File: src/rtl/gpio_irq_pkg.sv
package gpio_irq_pkg;

    // Word indices (byte address >> 2)
    localparam int W_IEN   = 0;
    localparam int W_STAT  = 1;
    localparam int W_DISP  = 2;
    localparam int W_CLR   = 3;
    localparam int W_MSET  = 4;
    localparam int W_MCLR  = 5;
    localparam int W_OUT   = 6;
    localparam int W_IN    = 7;
    localparam int W_DIR   = 8;
    localparam int W_MODE0 = 9;
    localparam int W_SRST  = 15;

    // Trigger codes
    localparam logic [2:0] TRIG_FALL = 3'd0;
    localparam logic [2:0] TRIG_RISE = 3'd1;
    localparam logic [2:0] TRIG_LOW  = 3'd2;
    localparam logic [2:0] TRIG_HIGH = 3'd3;
    localparam logic [2:0] TRIG_BOTH = 3'd4;

    localparam int PINS_PER_MODE_WORD = 8;

    typedef enum logic {
        SR_IDLE  = 1'b0,
        SR_ARMED = 1'b1
    } srst_state_e;

endpackage

File: src/rtl/gpio_sync.sv
module gpio_sync #(
    parameter int N      = 12,
    parameter int STAGES = 2
) (
    input  logic         clk,
    input  logic         rst_n,
    input  logic [N-1:0] d_in,
    output logic [N-1:0] q_out
);
    logic [N-1:0] stg_q [STAGES];

    always_ff @(posedge clk or negedge rst_n) begin
        if (!rst_n) begin
            for (int i = 0; i < STAGES; i++) stg_q[i] <= '0;
        end else begin
            stg_q[0] <= d_in;
            for (int i = 1; i < STAGES; i++) stg_q[i] <= stg_q[i-1];
        end
    end

    assign q_out = stg_q[STAGES-1];
endmodule

File: src/rtl/gpio_event_detect.sv
module gpio_event_detect
    import gpio_irq_pkg::*;
#(
    parameter int N = 12
) (
    input  logic           clk,
    input  logic           rst_n,
    input  logic [N-1:0]   lvl,
    input  logic [3*N-1:0] mode_flat,
    output logic [N-1:0]   evt
);
    logic [N-1:0] prev_q;

    always_ff @(posedge clk or negedge rst_n) begin
        if (!rst_n) prev_q <= '0;
        else        prev_q <= lvl;
    end

    for (genvar p = 0; p < N; p++) begin : g_pin
        logic [2:0] code;
        logic       rise;
        logic       fall;

        assign code = mode_flat[3*p +: 3];
        assign rise = lvl[p] & ~prev_q[p];
        assign fall = ~lvl[p] & prev_q[p];

        always_comb begin
            case (code)
                TRIG_FALL: evt[p] = fall;
                TRIG_RISE: evt[p] = rise;
                TRIG_LOW:  evt[p] = ~lvl[p];
                TRIG_HIGH: evt[p] = lvl[p];
                TRIG_BOTH: evt[p] = rise | fall;
                default:   evt[p] = 1'b0;
            endcase
        end


        bad_code_quiet_chk: assert property (@(posedge clk) disable iff (!rst_n)
            (code > TRIG_BOTH) |-> !evt[p]);
    end
endmodule

File: src/rtl/gpio_reg_file.sv
module gpio_reg_file
    import gpio_irq_pkg::*;
#(
    parameter int N  = 12,
    parameter int DW = 32,
    parameter int AW = 6
) (
    input  logic           clk,
    input  logic           rst_n,
    input  logic           wr_en,
    input  logic [AW-1:0]  addr,
    input  logic [DW-1:0]  wdata,
    output logic [DW-1:0]  rdata,
    input  logic [N-1:0]   evt,
    input  logic [N-1:0]   lvl,
    output logic [3*N-1:0] mode_flat,
    output logic [N-1:0]   pin_out,
    output logic [N-1:0]   pin_oe,
    output logic           irq
);
    localparam int WORD_W = AW - 2;

    logic [WORD_W-1:0] word;
    logic [N-1:0] ien_q, status_q, mask_q, out_q, dir_q;
    logic [N-1:0] clr_bits, status_d, disp;
    logic [2:0]   mode_q [N];
    logic         soft_rst;
    srst_state_e  state_q, state_d;
    logic         unused_bits;

    assign word        = addr[AW-1:2];
    assign unused_bits = ^{addr[1:0], wdata};

    function automatic logic hit(input int w);
        return wr_en && (int'(word) == w);
    endfunction

    // Soft-reset sequencer: state register
    always_ff @(posedge clk or negedge rst_n) begin
        if (!rst_n) state_q <= SR_IDLE;
        else        state_q <= state_d;
    end

    // Soft-reset sequencer: next state and outputs
    always_comb begin
        state_d  = state_q;
        soft_rst = 1'b0;
        unique case (state_q)
            SR_IDLE: begin
                if (hit(W_SRST) && wdata[0]) state_d = SR_ARMED;       // ARM
            end
            SR_ARMED: begin
                if (hit(W_SRST) && !wdata[0]) begin                    // FIRE
                    state_d  = SR_IDLE;
                    soft_rst = 1'b1;
                end
            end
        endcase
    end

    assign clr_bits = hit(W_CLR) ? wdata[N-1:0] : '0;
    assign status_d = (status_q & ~clr_bits) | (evt & ien_q);

    always_ff @(posedge clk or negedge rst_n) begin
        if (!rst_n) begin
            ien_q <= '0; status_q <= '0; mask_q <= '0; out_q <= '0; dir_q <= '0;
        end else if (soft_rst) begin
            ien_q <= '0; status_q <= '0; mask_q <= '0; out_q <= '0; dir_q <= '0;
        end else begin
            status_q <= status_d;
            if (hit(W_IEN))  ien_q  <= wdata[N-1:0];
            if (hit(W_MSET)) mask_q <= mask_q | wdata[N-1:0];
            if (hit(W_MCLR)) mask_q <= mask_q & ~wdata[N-1:0];
            if (hit(W_OUT))  out_q  <= wdata[N-1:0];
            if (hit(W_DIR))  dir_q  <= wdata[N-1:0];
        end
    end

    for (genvar p = 0; p < N; p++) begin : g_mode
        localparam int MW  = W_MODE0 + p / PINS_PER_MODE_WORD;
        localparam int LSB = 4 * (p % PINS_PER_MODE_WORD);
        always_ff @(posedge clk or negedge rst_n) begin
            if (!rst_n)        mode_q[p] <= TRIG_FALL;
            else if (soft_rst) mode_q[p] <= TRIG_FALL;
            else if (hit(MW))  mode_q[p] <= wdata[LSB +: 3];
        end
        assign mode_flat[3*p +: 3] = mode_q[p];
    end

    assign disp    = status_q & ~mask_q;
    assign irq     = |disp;
    assign pin_out = out_q;
    assign pin_oe  = dir_q;

    always_comb begin
        rdata = '0;
        case (int'(word))
            W_IEN:  rdata = DW'(ien_q);
            W_STAT: rdata = DW'(status_q);
            W_DISP: rdata = DW'(disp);
            W_MSET: rdata = DW'(mask_q);
            W_OUT:  rdata = DW'(out_q);
            W_IN:   rdata = DW'(lvl);
            W_DIR:  rdata = DW'(dir_q);
            W_SRST: rdata = DW'(state_q == SR_ARMED);
            default: begin
                for (int p = 0; p < N; p++) begin
                    if (int'(word) == W_MODE0 + p / PINS_PER_MODE_WORD)
                        rdata[4*(p % PINS_PER_MODE_WORD) +: 3] = mode_q[p];
                end
            end
        endcase
    end


    unenabled_latch_chk: assert property (@(posedge clk) disable iff (!rst_n)
        1'b1 |=> ((status_q & ~$past(status_q) & ~$past(ien_q)) == '0));


    status_sticky_chk: assert property (@(posedge clk) disable iff (!rst_n)
        1'b1 |=> ($past(soft_rst) ||
                  (($past(status_q) & ~$past(clr_bits) & ~status_q) == '0)));


    mask_set_chk: assert property (@(posedge clk) disable iff (!rst_n)
        hit(W_MSET) |=> ((mask_q & $past(wdata[N-1:0])) == $past(wdata[N-1:0])));


    fire_clears_chk: assert property (@(posedge clk) disable iff (!rst_n)
        soft_rst |=> (ien_q == '0 && mask_q == '0 && dir_q == '0));
endmodule

File: src/rtl/gpio_irq_ctrl.sv
module gpio_irq_ctrl #(
    parameter int N       = 12,
    parameter int DW      = 32,
    parameter int AW      = 6,
    parameter int SYNC_FF = 2
) (
    input  logic          clk,
    input  logic          rst_n,
    input  logic          wr_en,
    input  logic [AW-1:0] addr,
    input  logic [DW-1:0] wdata,
    output logic [DW-1:0] rdata,
    input  logic [N-1:0]  pin_in,
    output logic [N-1:0]  pin_out,
    output logic [N-1:0]  pin_oe,
    output logic          irq
);
    logic [N-1:0]   lvl;
    logic [N-1:0]   evt;
    logic [3*N-1:0] mode_flat;

    gpio_sync #(.N(N), .STAGES(SYNC_FF)) u_sync (
        .clk(clk), .rst_n(rst_n), .d_in(pin_in), .q_out(lvl)
    );

    gpio_event_detect #(.N(N)) u_detect (
        .clk(clk), .rst_n(rst_n), .lvl(lvl), .mode_flat(mode_flat), .evt(evt)
    );

    gpio_reg_file #(.N(N), .DW(DW), .AW(AW)) u_regs (
        .clk(clk), .rst_n(rst_n), .wr_en(wr_en), .addr(addr), .wdata(wdata),
        .rdata(rdata), .evt(evt), .lvl(lvl), .mode_flat(mode_flat),
        .pin_out(pin_out), .pin_oe(pin_oe), .irq(irq)
    );
endmodule

File: config.mk
export PLATFORM = sky130hd
export DESIGN_NAME = gpio_irq_ctrl
export DESIGN_NICKNAME = d
export VERILOG_FILES = /design/src/rtl/gpio_irq_pkg.sv /design/src/rtl/gpio_sync.sv /design/src/rtl/gpio_event_detect.sv /design/src/rtl/gpio_reg_file.sv /design/src/rtl/gpio_irq_ctrl.sv
export SDC_FILE = /design/constraint.sdc
export NUM_CORES = 1
export LEC_CHECK = 0
export BUFFER_PORTS_ARGS = -buffer_cell sky130_fd_sc_hd__buf_2
export CORE_MARGIN = 3
export CORE_UTILIZATION = 59
export CTS_BUF_LIST = sky130_fd_sc_hd__clkbuf_2 sky130_fd_sc_hd__clkbuf_4 sky130_fd_sc_hd__clkbuf_8
export CTS_CLUSTER_DIAMETER = 150
export DETAILED_ROUTE_END_ITERATION = 10
export GPL_ROUTABILITY_DRIVEN = 0
export PLACE_DENSITY = 0.79
export SYNTH_ARGS = -nofsm -noshare
export SYNTH_HDL_FRONTEND = slang
export SYNTH_SLANG_ARGS = --single-unit
File: constraint.sdc
create_clock -name clk -period 2.1 [get_ports clk]
set_clock_uncertainty 0.15 [all_clocks]
set_input_delay 0.105 -clock clk [delete_from_list [all_inputs] [get_ports clk]]
set_output_delay 0.105 -clock clk [all_outputs]
set_load 0.01 [all_outputs]
==> flow_summary_export.csv, run 1 <==
group,metric,value,unit
run_status,outcome,"finished with violations",
run_status,failed_checks,"setup timing",
floorplan,ios,110,
clock_network,cts_buffer_depth,2,
logic_synthesis,netlist_area,7250,um^2
logic_synthesis,synth-seq-cells,133,
timing,hold_viol,0,
routing,drc,0,
timing,min_period_over_period,102,%
power_and_ir_drop,p_sw,2.57,mW
global_route,grt_usage,33.3,%
floorplan,dieArea,13600,um^2
logic_synthesis,syn-instance-count,768,
global_route,grt_pass1_wl,34500,um
logic_synthesis,synth-async-reset-ratio,100,%
global_route,antenna_found_initial,1,
cells_and_area,finish.utilization,76.0,%
logic_synthesis,syn_area_per_cell,9.43,um^2
global_route,grt_overflow,0,
floorplan,row_count,39,
placement,dp_hpwl,15100,um
logic_synthesis,synthFlopType,"dfrtp_1",
timing,setup_viol_count_final,1,
cells_and_area,final_cell_count_no_fill,1070,
routing,highest_layer,"met5",
timing,min_period,2.13,ns
worst_setup_path,crit_chain,"nor2b_4, nor4_2, nand4b_1, nand4b_1, buf_2",
placement,port_buffers,97,
worst_setup_path,cp_slowest_cell,"dfrtp_1",
cells_and_area,drive_gt1_share,22.4,%
routing,antenna_left,0,
global_route,grt_pass1_vias,6772,
worst_setup_path,cpMostUsedCell,"nand4b_1",
power_and_ir_drop,p_seq_share,45.8,%
cells_and_area,fin_nets,991,
routing,vias,6798,
timing,fin_hold_ws,0.0342,ns
worst_setup_path,critPathKind,"reg2out",
floorplan,initial_utilization,61.9,%
timing,worstMarginPinSlew,0.924,ns
power_and_ir_drop,power_density,897,nW/um^2
timing,max_freq,468,MHz
worst_setup_path,cp-end-kind,"primary output",
routing,dr_wl_met2,10900,um
routing,dr_wl_met3,2070,um
logic_synthesis,ys_types,59,
cells_and_area,num_antenna_cells,0,
power_and_ir_drop,p_sw_share,32.3,%
routing,firstDrtPassIters,5,
power_and_ir_drop,ir_drop,0.652,mV
worst_setup_path,critPathBufInv,1,
logic_synthesis,ys_seq_area_share,45.9,%
floorplan,coreArea,11700,um^2
floorplan,die_h,117,um
worst_hold_path,hold_class,"in2async",
timing,max-slew-margin-rel,38.2,%
timing,rsz0062_at_grt,"yes",
timing,finalWorstSetupSlack,-0.0350,ns
logic_synthesis,synth_edf_count,0,
routing,wl_met1,8450,um
clock_network,clockRootBuffer,"clkbuf_8",
worst_setup_path,crit_family,"simple AND/OR/NAND/NOR gates",
routing,wire_per_inst,20.6,um
clock_network,clock-sinks,133,
timing,slew_violations,0,
cells_and_area,mostFrequentLayoutCells,"130 x dfrtp_1, 110 x nand2_1, 96 x buf_2, 69 x a21oi_1, 44 x buf_4",
power_and_ir_drop,p_clk_share,31.9,%
cells_and_area,layout_commonest_cell,"dfrtp_1",
clock_network,cts.htree.levels,4,
global_route,grt_max_degree,77,
worst_setup_path,cp.required,1.85,ns
worst_setup_path,worstPathArrival,1.88,ns
power_and_ir_drop,p_leak,4.17,nW
worst_setup_path,max_stage_delay,0.43,ns
routing,wl,22100,um
cells_and_area,synthToLayoutAreaGrowth,22.8,%
placement,dp_cells,990,
flow_run,drv_cap,0,
routing,drt_iter0_drc,766,
power_and_ir_drop,p_comb_share,22.4,%
floorplan,die-width,117,um
worst_setup_path,critPathLaunchType,"flip-flop",
power_and_ir_drop,p_int,5.41,mW
routing,via_per_inst,6.35,
clock_network,cts_tree,"yes",
logic_synthesis,yosys_warnings,0,
clock_network,clk_latency,0.45,ns
worst_setup_path,path_max_fanout,4,
clock_network,cts_buffers,17,
clock_network,clk_pin_slew,0.08,ns
## power groups by stage
stage	Clock, mW	Sequential, mW	Combinational (mW)
global route	2.66	3.70	1.97
floorplan	0	3.50	1.06
finish	2.54	3.65	1.79
detailed placement	0	3.67	1.60
global placement	0	3.62	1.52
CTS	2.54	3.61	1.71
## area by class of cell
| class | count | area (um^2) |
|---|---|---|
| timing repair buffer | 186 | 1310 |
| clock buffer | 20 | 269 |
| sequential | 133 | 3330 |
| clock inverter | 12 | 200 |
| multi-input combinational | 533 | 3440 |
| fill | 815 | 2810 |
| tap | 143 | 179 |
| inverter | 43 | 161 |
## stage by stage
stage / power [mW] / setup TNS (ns) / cell area [um^2] / setup slack, ns
2_1_floorplan: 4.56 / 0 / 7260 / 0.541
3_3_place_gp: 5.14 / 0 / 7930 / 0.158
3_5_place_dp: 5.27 / 0 / 7930 / 0.133
4_1_cts: 7.86 / -0.0109 / 8830 / -0.0109
5_1_grt: 8.33 / -0.134 / 8900 / -0.0802
6_report: 7.98 / -0.0350 / 8900 / -0.0350
## cells in the mapped netlist, types with 20 or more instances
cell type | n | area (um^2)
o21ai_0 | 38 | 190
a21oi_1 | 70 | 350
dfrtp_1 | 133 | 3330
nand2_1 | 110 | 413
a31oi_1 | 21 | 131
buf_4 | 27 | 203
ha_1 | 24 | 300
mux2i_1 | 24 | 240
nand3_1 | 20 | 100
nor2_1 | 23 | 86.3
inv_1 | 43 | 161
## final timing paths
check,startpoint,end,slack (ns),cells after the start
worst max-delay path,u_regs.status_q[0]$_DFF_PN0_,irq,-0.03,5
worst min-delay path,rst_n,u_regs.pin_oe[0]$_DFFE_PN0P_,0.03,2
worst max register to register,u_sync.q_out[11]$_DFF_PN0_,u_regs.status_q[11]$_DFF_PN0_,0.37,4
worst min register to register,u_sync.stg_q[22]$_DFF_PN0_,u_sync.q_out[10]$_DFF_PN0_,0.20,0
max in group asynchronous,rst_n,u_sync.stg_q[22]$_DFF_PN0_,1.08,3
min in group clk,wr_en,u_regs.pin_oe[1]$_DFFE_PN0P_,0.08,4
## per-layer routing
layer  global-route usage, %  vias to the layer above
li1                        -                     3001
met1                    41.3                     3298
met2                    54.2                      431
met3                    8.43                       66
met4                    16.7                        2
met5                       0                        -
## flip-flops by register name, summed over array words and instances (netlist names), named ones only
signal / cells
u_regs.mode_flat: 36
u_detect.prev_q: 12
u_regs.ien_q: 12
u_regs.mask_q: 12
u_regs.pin_oe: 12
u_regs.pin_out: 12
u_regs.status_q: 12
u_sync.q_out: 12
u_sync.stg_q: 12
## timing repair
item	CTS	global route
endpoints found under the setup margin	5	8
pin swaps	2	2
endpoints found under the hold margin	239	0
setup buffers	3	4
resized for setup	3	9
hold buffers	41	0
## cells by family after synthesis
kind of cell | share of synthesized area, %
AND/OR/NAND/NOR | 17.6
AO/OA/AOI/OAI | 18.6
other | 0.0518
buffers and inverters | 7.55
XOR/XNOR | 0.846
multiplexers | 5.34
flip-flops | 45.9
adder cells (fa/ha/maj) | 4.14
No activity file was read; power rests on OpenSTA's default activity.
==> run 2, diff against run 1 <==
==> constraint.sdc (replaced) <==
create_clock -name clk -period 2.1 [get_ports clk]
set_clock_uncertainty 0.15 [all_clocks]
set_input_delay 0.42 -clock clk [delete_from_list [all_inputs] [get_ports clk]]
set_output_delay 0.42 -clock clk [all_outputs]
set_load 0.01 [all_outputs]
==> run 2 against run 1 <==
Effect of this change:
- die area unchanged
- cell area increased by 8.7%
- the flow still finishes with violations (setup timing)
- global-route usage increased by 3.5 points
- via count increased by 7.8%
- maximum frequency decreased by 15%
- core utilization increased by 6.6 points
- combinational power increased by 20%
- sequential share of layout area decreased by 3.0 points
- critical path depth unchanged
==> flow_summary_export.csv, run 2 (synthesis results as in run 1) <==
group,metric,value,unit
power_and_ir_drop,p_sw,2.82,mW
cells_and_area,largest_register_ff_count,36,
clock_network,cts.htree.levels,4,
power_and_ir_drop,p_sw_share,33.8,%
power_and_ir_drop,p_seq_share,44.2,%
routing,via_per_inst,6.63,
clock_network,cts_buffer_depth,2,
floorplan,die-width,117,um
clock_network,clock-sinks,133,
cells_and_area,layout_commonest_cell,"dfrtp_1",
cells_and_area,fin_nets,1026,
placement,dp_hpwl,15800,um
routing,wl,25300,um
worst_setup_path,worstPathArrival,1.94,ns
worst_setup_path,max_stage_delay,0.41,ns
timing,setup_viol_count_final,28,
worst_setup_path,reg2reg_slack,0.29,ns
worst_setup_path,crit_family,"compound AO/OA/AOI/OAI gates",
cells_and_area,drive_gt1_share,33.1,%
timing,min_period,2.51,ns
timing,fin_setup_tns,-7.75,ns
floorplan,dieArea,13600,um^2
power_and_ir_drop,p_clk_share,30.2,%
cells_and_area,n_fill_cell,649,
worst_setup_path,reg2reg_from,"u_sync.q_out[5]$_DFF_PN0_",
timing,max_freq,399,MHz
worst_setup_path,cp-end-kind,"primary output",
worst_setup_path,path_max_fanout,3,
floorplan,die_h,117,um
routing,firstDrtPassIters,9,
floorplan,coreArea,11700,um^2
global_route,grt_pass1_vias,6964,
clock_network,clockRootBuffer,"clkbuf_8",
run_status,failed_checks,"setup timing",
global_route,grt_overflow,0,
clock_network,cts_tree,"yes",
power_and_ir_drop,p_int,5.54,mW
timing,slew_violations,0,
routing,vias,7329,
worst_setup_path,cp.required,1.53,ns
global_route,grt_usage,36.7,%
worst_setup_path,critPathKind,"reg2out",
global_route,grt_max_degree,48,
routing,antenna_left,0,
cells_and_area,seq_area,3340,um^2
timing,finalWorstSetupSlack,-0.409,ns
worst_setup_path,crit_start,"u_regs.pin_out[7]$_DFFE_PN0P_",
power_and_ir_drop,power_density,864,nW/um^2
cells_and_area,synthToLayoutAreaGrowth,33.5,%
placement,place_ws,-0.442,ns
worst_setup_path,crit_chain,"mux2_4, a32o_2, a31oi_1, o21ai_1, buf_2",
worst_setup_path,critPathLaunchType,"flip-flop",
timing,min_period_over_period,119,%
timing,hold_viol,0,
cells_and_area,mostFrequentLayoutCells,"126 x dfrtp_1, 110 x nand2_1, 83 x buf_4, 81 x buf_2, 65 x a21oi_1",
cells_and_area,num_antenna_cells,0,
timing,rsz0062_at_grt,"yes",
power_and_ir_drop,p_comb_share,25.6,%
floorplan,ios,110,
clock_network,clk_latency,0.47,ns
worst_setup_path,critPathBufInv,1,
timing,worstMarginPinSlew,1.00,ns
routing,drt_iter0_drc,1201,
timing,max-slew-margin-rel,32.9,%
run_status,outcome,"finished with violations",
routing,wire_per_inst,22.9,um
clock_network,clk_pin_slew,0.08,ns
worst_setup_path,cp_slowest_cell,"dfrtp_1",
flow_run,drv_cap,0,
placement,port_buffers,97,
power_and_ir_drop,ir_drop,0.576,mV
routing,drc,0,
floorplan,row_count,39,
worst_hold_path,hp-start,"wdata[24]",
floorplan,initial_utilization,61.9,%
global_route,antenna_found_initial,0,
clock_network,cts_buffers,17,
power_and_ir_drop,p_leak,4.54,nW
worst_hold_path,hold_class,"in2reg",
cells_and_area,multiInputGateArea,3740,um^2
global_route,grt_pass1_wl,37500,um
[run 2: cell type report]
| class | instances | area share (%) |
|---|---|---|
| clock buffer | 22 | 3.06 |
| timing repair buffer | 220 | 18.6 |
| inverter | 43 | 1.67 |
| clock inverter | 10 | 1.73 |
| tap | 143 | 1.85 |
| sequential | 133 | 34.5 |
| multi-input combinational | 534 | 38.6 |
[run 2: power by group through the flow]
stage                     clock network [mW]  registers (mW)  logic [mW]
after floorplan                            0            3.51        1.08
final                                   2.52            3.70        2.14
after detailed placement                   0            3.66        1.70
after global placement                     0            3.62        1.62
after CTS                               2.52            3.63        1.95
after global routing                    2.65            3.73        2.29
[run 2: final timing paths]
check | endpoint | cells after the start
worst max-delay path | rdata[7] | 5
min in group asynchronous | u_sync.stg_q[12]$_DFF_PN0_ | 2
worst min-delay path | u_regs.mode_flat[18]$_DFFE_PN0P_ | 3
worst max register to register | u_regs.status_q[5]$_DFF_PN0_ | 5
max in group asynchronous | u_regs.mask_q[3]$_DFFE_PN0P_ | 3
worst min register to register | u_sync.q_out[8]$_DFF_PN0_ | 0
[run 2: tightest hold or removal path, delay by kind of cell]
family | cells | cell delay [ns]
buf+inv | 1 | 0.09
compound gates | 1 | 0.05
simple gates | 1 | 0.05
[run 2: stage by stage]
| stage | utilization (%) | instances | power [mW] | cell area (um^2) | hold WS, ns |
|---|---|---|---|---|---|
| after detailed placement | 71.6 | 1032 | 5.36 | 8390 | 0.185 |
| final | 82.6 | 1105 | 8.36 | 9680 | 0.0211 |
| after global placement | 71.6 | 1032 | 5.24 | 8390 | 0.181 |
| after CTS | 81.2 | 1097 | 8.09 | 9510 | 0.00775 |
| after floorplan | - | 772 | 4.59 | 7320 | -0.0256 |
| after global routing | 82.6 | 1105 | 8.67 | 9680 | 0.0150 |
[run 2: timing repair]
item	4_1_cts	5_1_grt
endpoints found under the hold margin	56	0
gates resized for setup	84	25
setup endpoints to repair	28	28
hold buffers	13	0
cloned	2	0
pin swaps	24	12
setup buffers	18	9
[run 2: routing by layer]
layer | part of all wire [%] | track usage (%) | vias up | wire, um
li1 | - | - | 3068 | -
met1 | 37 | 45.9 | 3465 | 9270
met2 | 46 | 58.7 | 608 | 11600
met4 | 6.8 | 19.5 | 0 | 1720
met5 | 0 | 0 | - | 0
met3 | 11 | 9.77 | 188 | 2730
==> run 3, diff against run 2 <==
- PLACE_DENSITY: 0.79 -> 0.82
==> run 3 against run 2 <==
Effect of this change:
- the run still ends with setup timing left
- count of clock-buffer cells in the layout is 1 lower
- wire length is 1.5% higher
- cell area is 0.34% higher
- cell count is 0.90% higher
- sequential share of layout area is 0.13 points lower
- maximum frequency is 1.4% lower
- core utilization is 0.28 points higher
- total power is 3.9% lower
- clock power is 15% lower
- register-to-register slack hardly changed
- global-route usage is 0.72 points higher
- largest power group unchanged
==> flow_summary_export.csv, run 3 (synthesis results as in run 1) <==
group,metric,value,unit
run_status,outcome,"finished with violations",
run_status,failed_checks,"setup timing",
placement,dpl-instance-area,8370,um^2
floorplan,row_count,39,
cells_and_area,fin_nets,1036,
clock_network,clock-sinks,133,
cells_and_area,final_cell_count_no_fill,1115,
routing,via_per_inst,6.70,
cells_and_area,drive_gt1_share,34.4,%
clock_network,cts.htree.levels,4,
worst_hold_path,hold_depth,3,
placement,dp_hpwl,15900,um
timing,min_period_over_period,121,%
timing,setup_viol_count_final,28,
worst_setup_path,cp.required,1.53,ns
timing,hold_viol,0,
routing,firstDrtPassIters,7,
floorplan,ios,110,
power_and_ir_drop,power.total,8.03,mW
timing,min_period,2.54,ns
timing,finalWorstSetupSlack,-0.444,ns
clock_network,cts_buffers,17,
floorplan,initial_utilization,61.9,%
worst_hold_path,holdPathEnd,"u_regs.mode_flat[15]$_DFFE_PN0P_",
timing,fin_hold_ws,0.0232,ns
cells_and_area,mostFrequentLayoutCells,"127 x dfrtp_1, 110 x nand2_1, 96 x buf_4, 80 x buf_2, 64 x a21oi_1",
placement,port_buffers,97,
cells_and_area,layout_commonest_cell,"dfrtp_1",
worst_setup_path,critPathKind,"reg2out",
clock_network,cts_buffer_depth,2,
timing,rsz0062_at_grt,"yes",
clock_network,clockRootBuffer,"clkbuf_8",
cells_and_area,num_antenna_cells,0,
worst_setup_path,reg2reg_slack,0.29,ns
cells_and_area,multiInputGateArea,3780,um^2
worst_setup_path,path_max_fanout,2,
floorplan,die-width,117,um
worst_setup_path,r2r_cells,6,
global_route,grt_pass1_vias,7253,
worst_setup_path,critPathLaunchType,"flip-flop",
floorplan,dieArea,13600,um^2
worst_setup_path,cp-end-kind,"primary output",
placement,dp_cells,1033,
global_route,grt_pass1_wl,38400,um
cells_and_area,design_area,9710,um^2
cells_and_area,largest_register_ff_count,36,
power_and_ir_drop,ir_drop,0.822,mV
routing,drc,0,
clock_network,clk_latency,0.47,ns
cells_and_area,seq_area,3340,um^2
floorplan,coreArea,11700,um^2
timing,slew_violations,0,
power_and_ir_drop,power_density,827,nW/um^2
clock_network,clk_pin_slew,0.08,ns
worst_setup_path,reg2reg_from,"u_sync.q_out[9]$_DFF_PN0_",
global_route,grt_usage,37.4,%
cells_and_area,n_fill_cell,616,
routing,antenna_left,0,
routing,wl,25700,um
flow_run,drv_cap,0,
routing,vias,7466,
routing,drt_iter0_drc,1029,
worst_setup_path,reg2reg_to,"u_regs.status_q[9]$_DFF_PN0_",
cells_and_area,synthToLayoutAreaGrowth,34.0,%
worst_hold_path,hp-start,"wdata[20]",
floorplan,die_h,117,um
routing,wire_per_inst,23.1,um
global_route,grt_overflow,0,
worst_setup_path,worstPathArrival,1.97,ns
worst_hold_path,hold_class,"in2reg",
clock_network,cts_tree,"yes",
global_route,antenna_found_initial,1,
power_and_ir_drop,p_leak,4.56,nW
timing,fin_setup_tns,-5.33,ns
timing,max_freq,393,MHz
global_route,grt_max_degree,49,
[run 3: changes by cell type in the layout (fill, tap and decap cells not counted), moves of 2 or more]
cell        before  now
bufinv_16        4    1
clkinv_2         1    4
a22oi_2          4    7
mux2_4           3    5
mux2_2          10    8
o21ai_0         34   32
a22oi_1          7    4
clkinvlp_4       1    3
buf_4           83   96
buf_8            1    3
buf_6           25   22
buf_12          17   15
[run 3: final cells by class]
class                   instances  share of cell area, %
multi-input cells             534                   38.9
well taps                     143                   1.84
inverters                      43                   1.66
flip-flops and latches        133                   34.4
clock inverters                11                   1.04
repair buffers                230                   19.3
clock buffers                  21                   2.91
[run 3: routing by layer]
| layer | routed length [um] | vias up | part of all wire [%] | GRT usage (%) |
|---|---|---|---|---|
| met2 | 11800 | 610 | 46 | 58.1 |
| met1 | 8990 | 3547 | 35 | 45.4 |
| li1 | - | 3096 | - | - |
| met4 | 1910 | 2 | 7.4 | 22.9 |
| met3 | 3000 | 211 | 12 | 12.5 |
| met5 | 14 | - | 0.054 | 0 |
[run 3: worst max-delay path by stage]
stage                                             start  endpoint  slack [ns]  depth (start not counted)
after CTS                  u_regs.status_q[3]$_DFF_PN0_       irq       -0.31                          5
after detailed placement                        addr[5]  rdata[8]       -0.39                          6
after global routing      u_regs.status_q[11]$_DFF_PN0_       irq       -0.44                          5
final                     u_regs.status_q[11]$_DFF_PN0_       irq       -0.44                          5
after global placement                          addr[5]  rdata[8]       -0.32                          6
after floorplan                                 addr[4]  rdata[5]       -0.03                          6
[run 3: power by group]
group / total [mW] / switching (mW) / leakage (nW) / internal [mW]
registers: 3.69 / 0.639 / 1.60 / 3.06
clock network: 2.13 / 1.09 / 0.193 / 1.04
logic: 2.21 / 1.14 / 2.76 / 1.07
total: 8.03 / 2.87 / 4.56 / 5.16
[run 3: metrics by stage]
stage / setup slack [ns] / utilization (%)
floorplan: -0.0331 / -
global placement: -0.322 / 71.5
detailed placement: -0.389 / 71.5
CTS: -0.313 / 81.4
global route: -0.442 / 82.9
finish: -0.444 / 82.9
[run 3: critical path, stage by stage, from the launching register on]
cell	delay [ns]
dfrtp_1	0.44
nor2b_4	0.17
nor4_4	0.32
nand4b_1	0.12
nand4b_1	0.25
buf_2	0.19
[run 3: what timing repair did]
| action | CTS | global route |
|---|---|---|
| hold buffers | 13 | 0 |
| setup endpoints to repair | 28 | 28 |
| hold endpoints to repair | 57 | 0 |
| cloned | 3 | 0 |
| gates resized for setup | 93 | 29 |
| setup buffers | 23 | 14 |
| pin swaps | 31 | 13 |
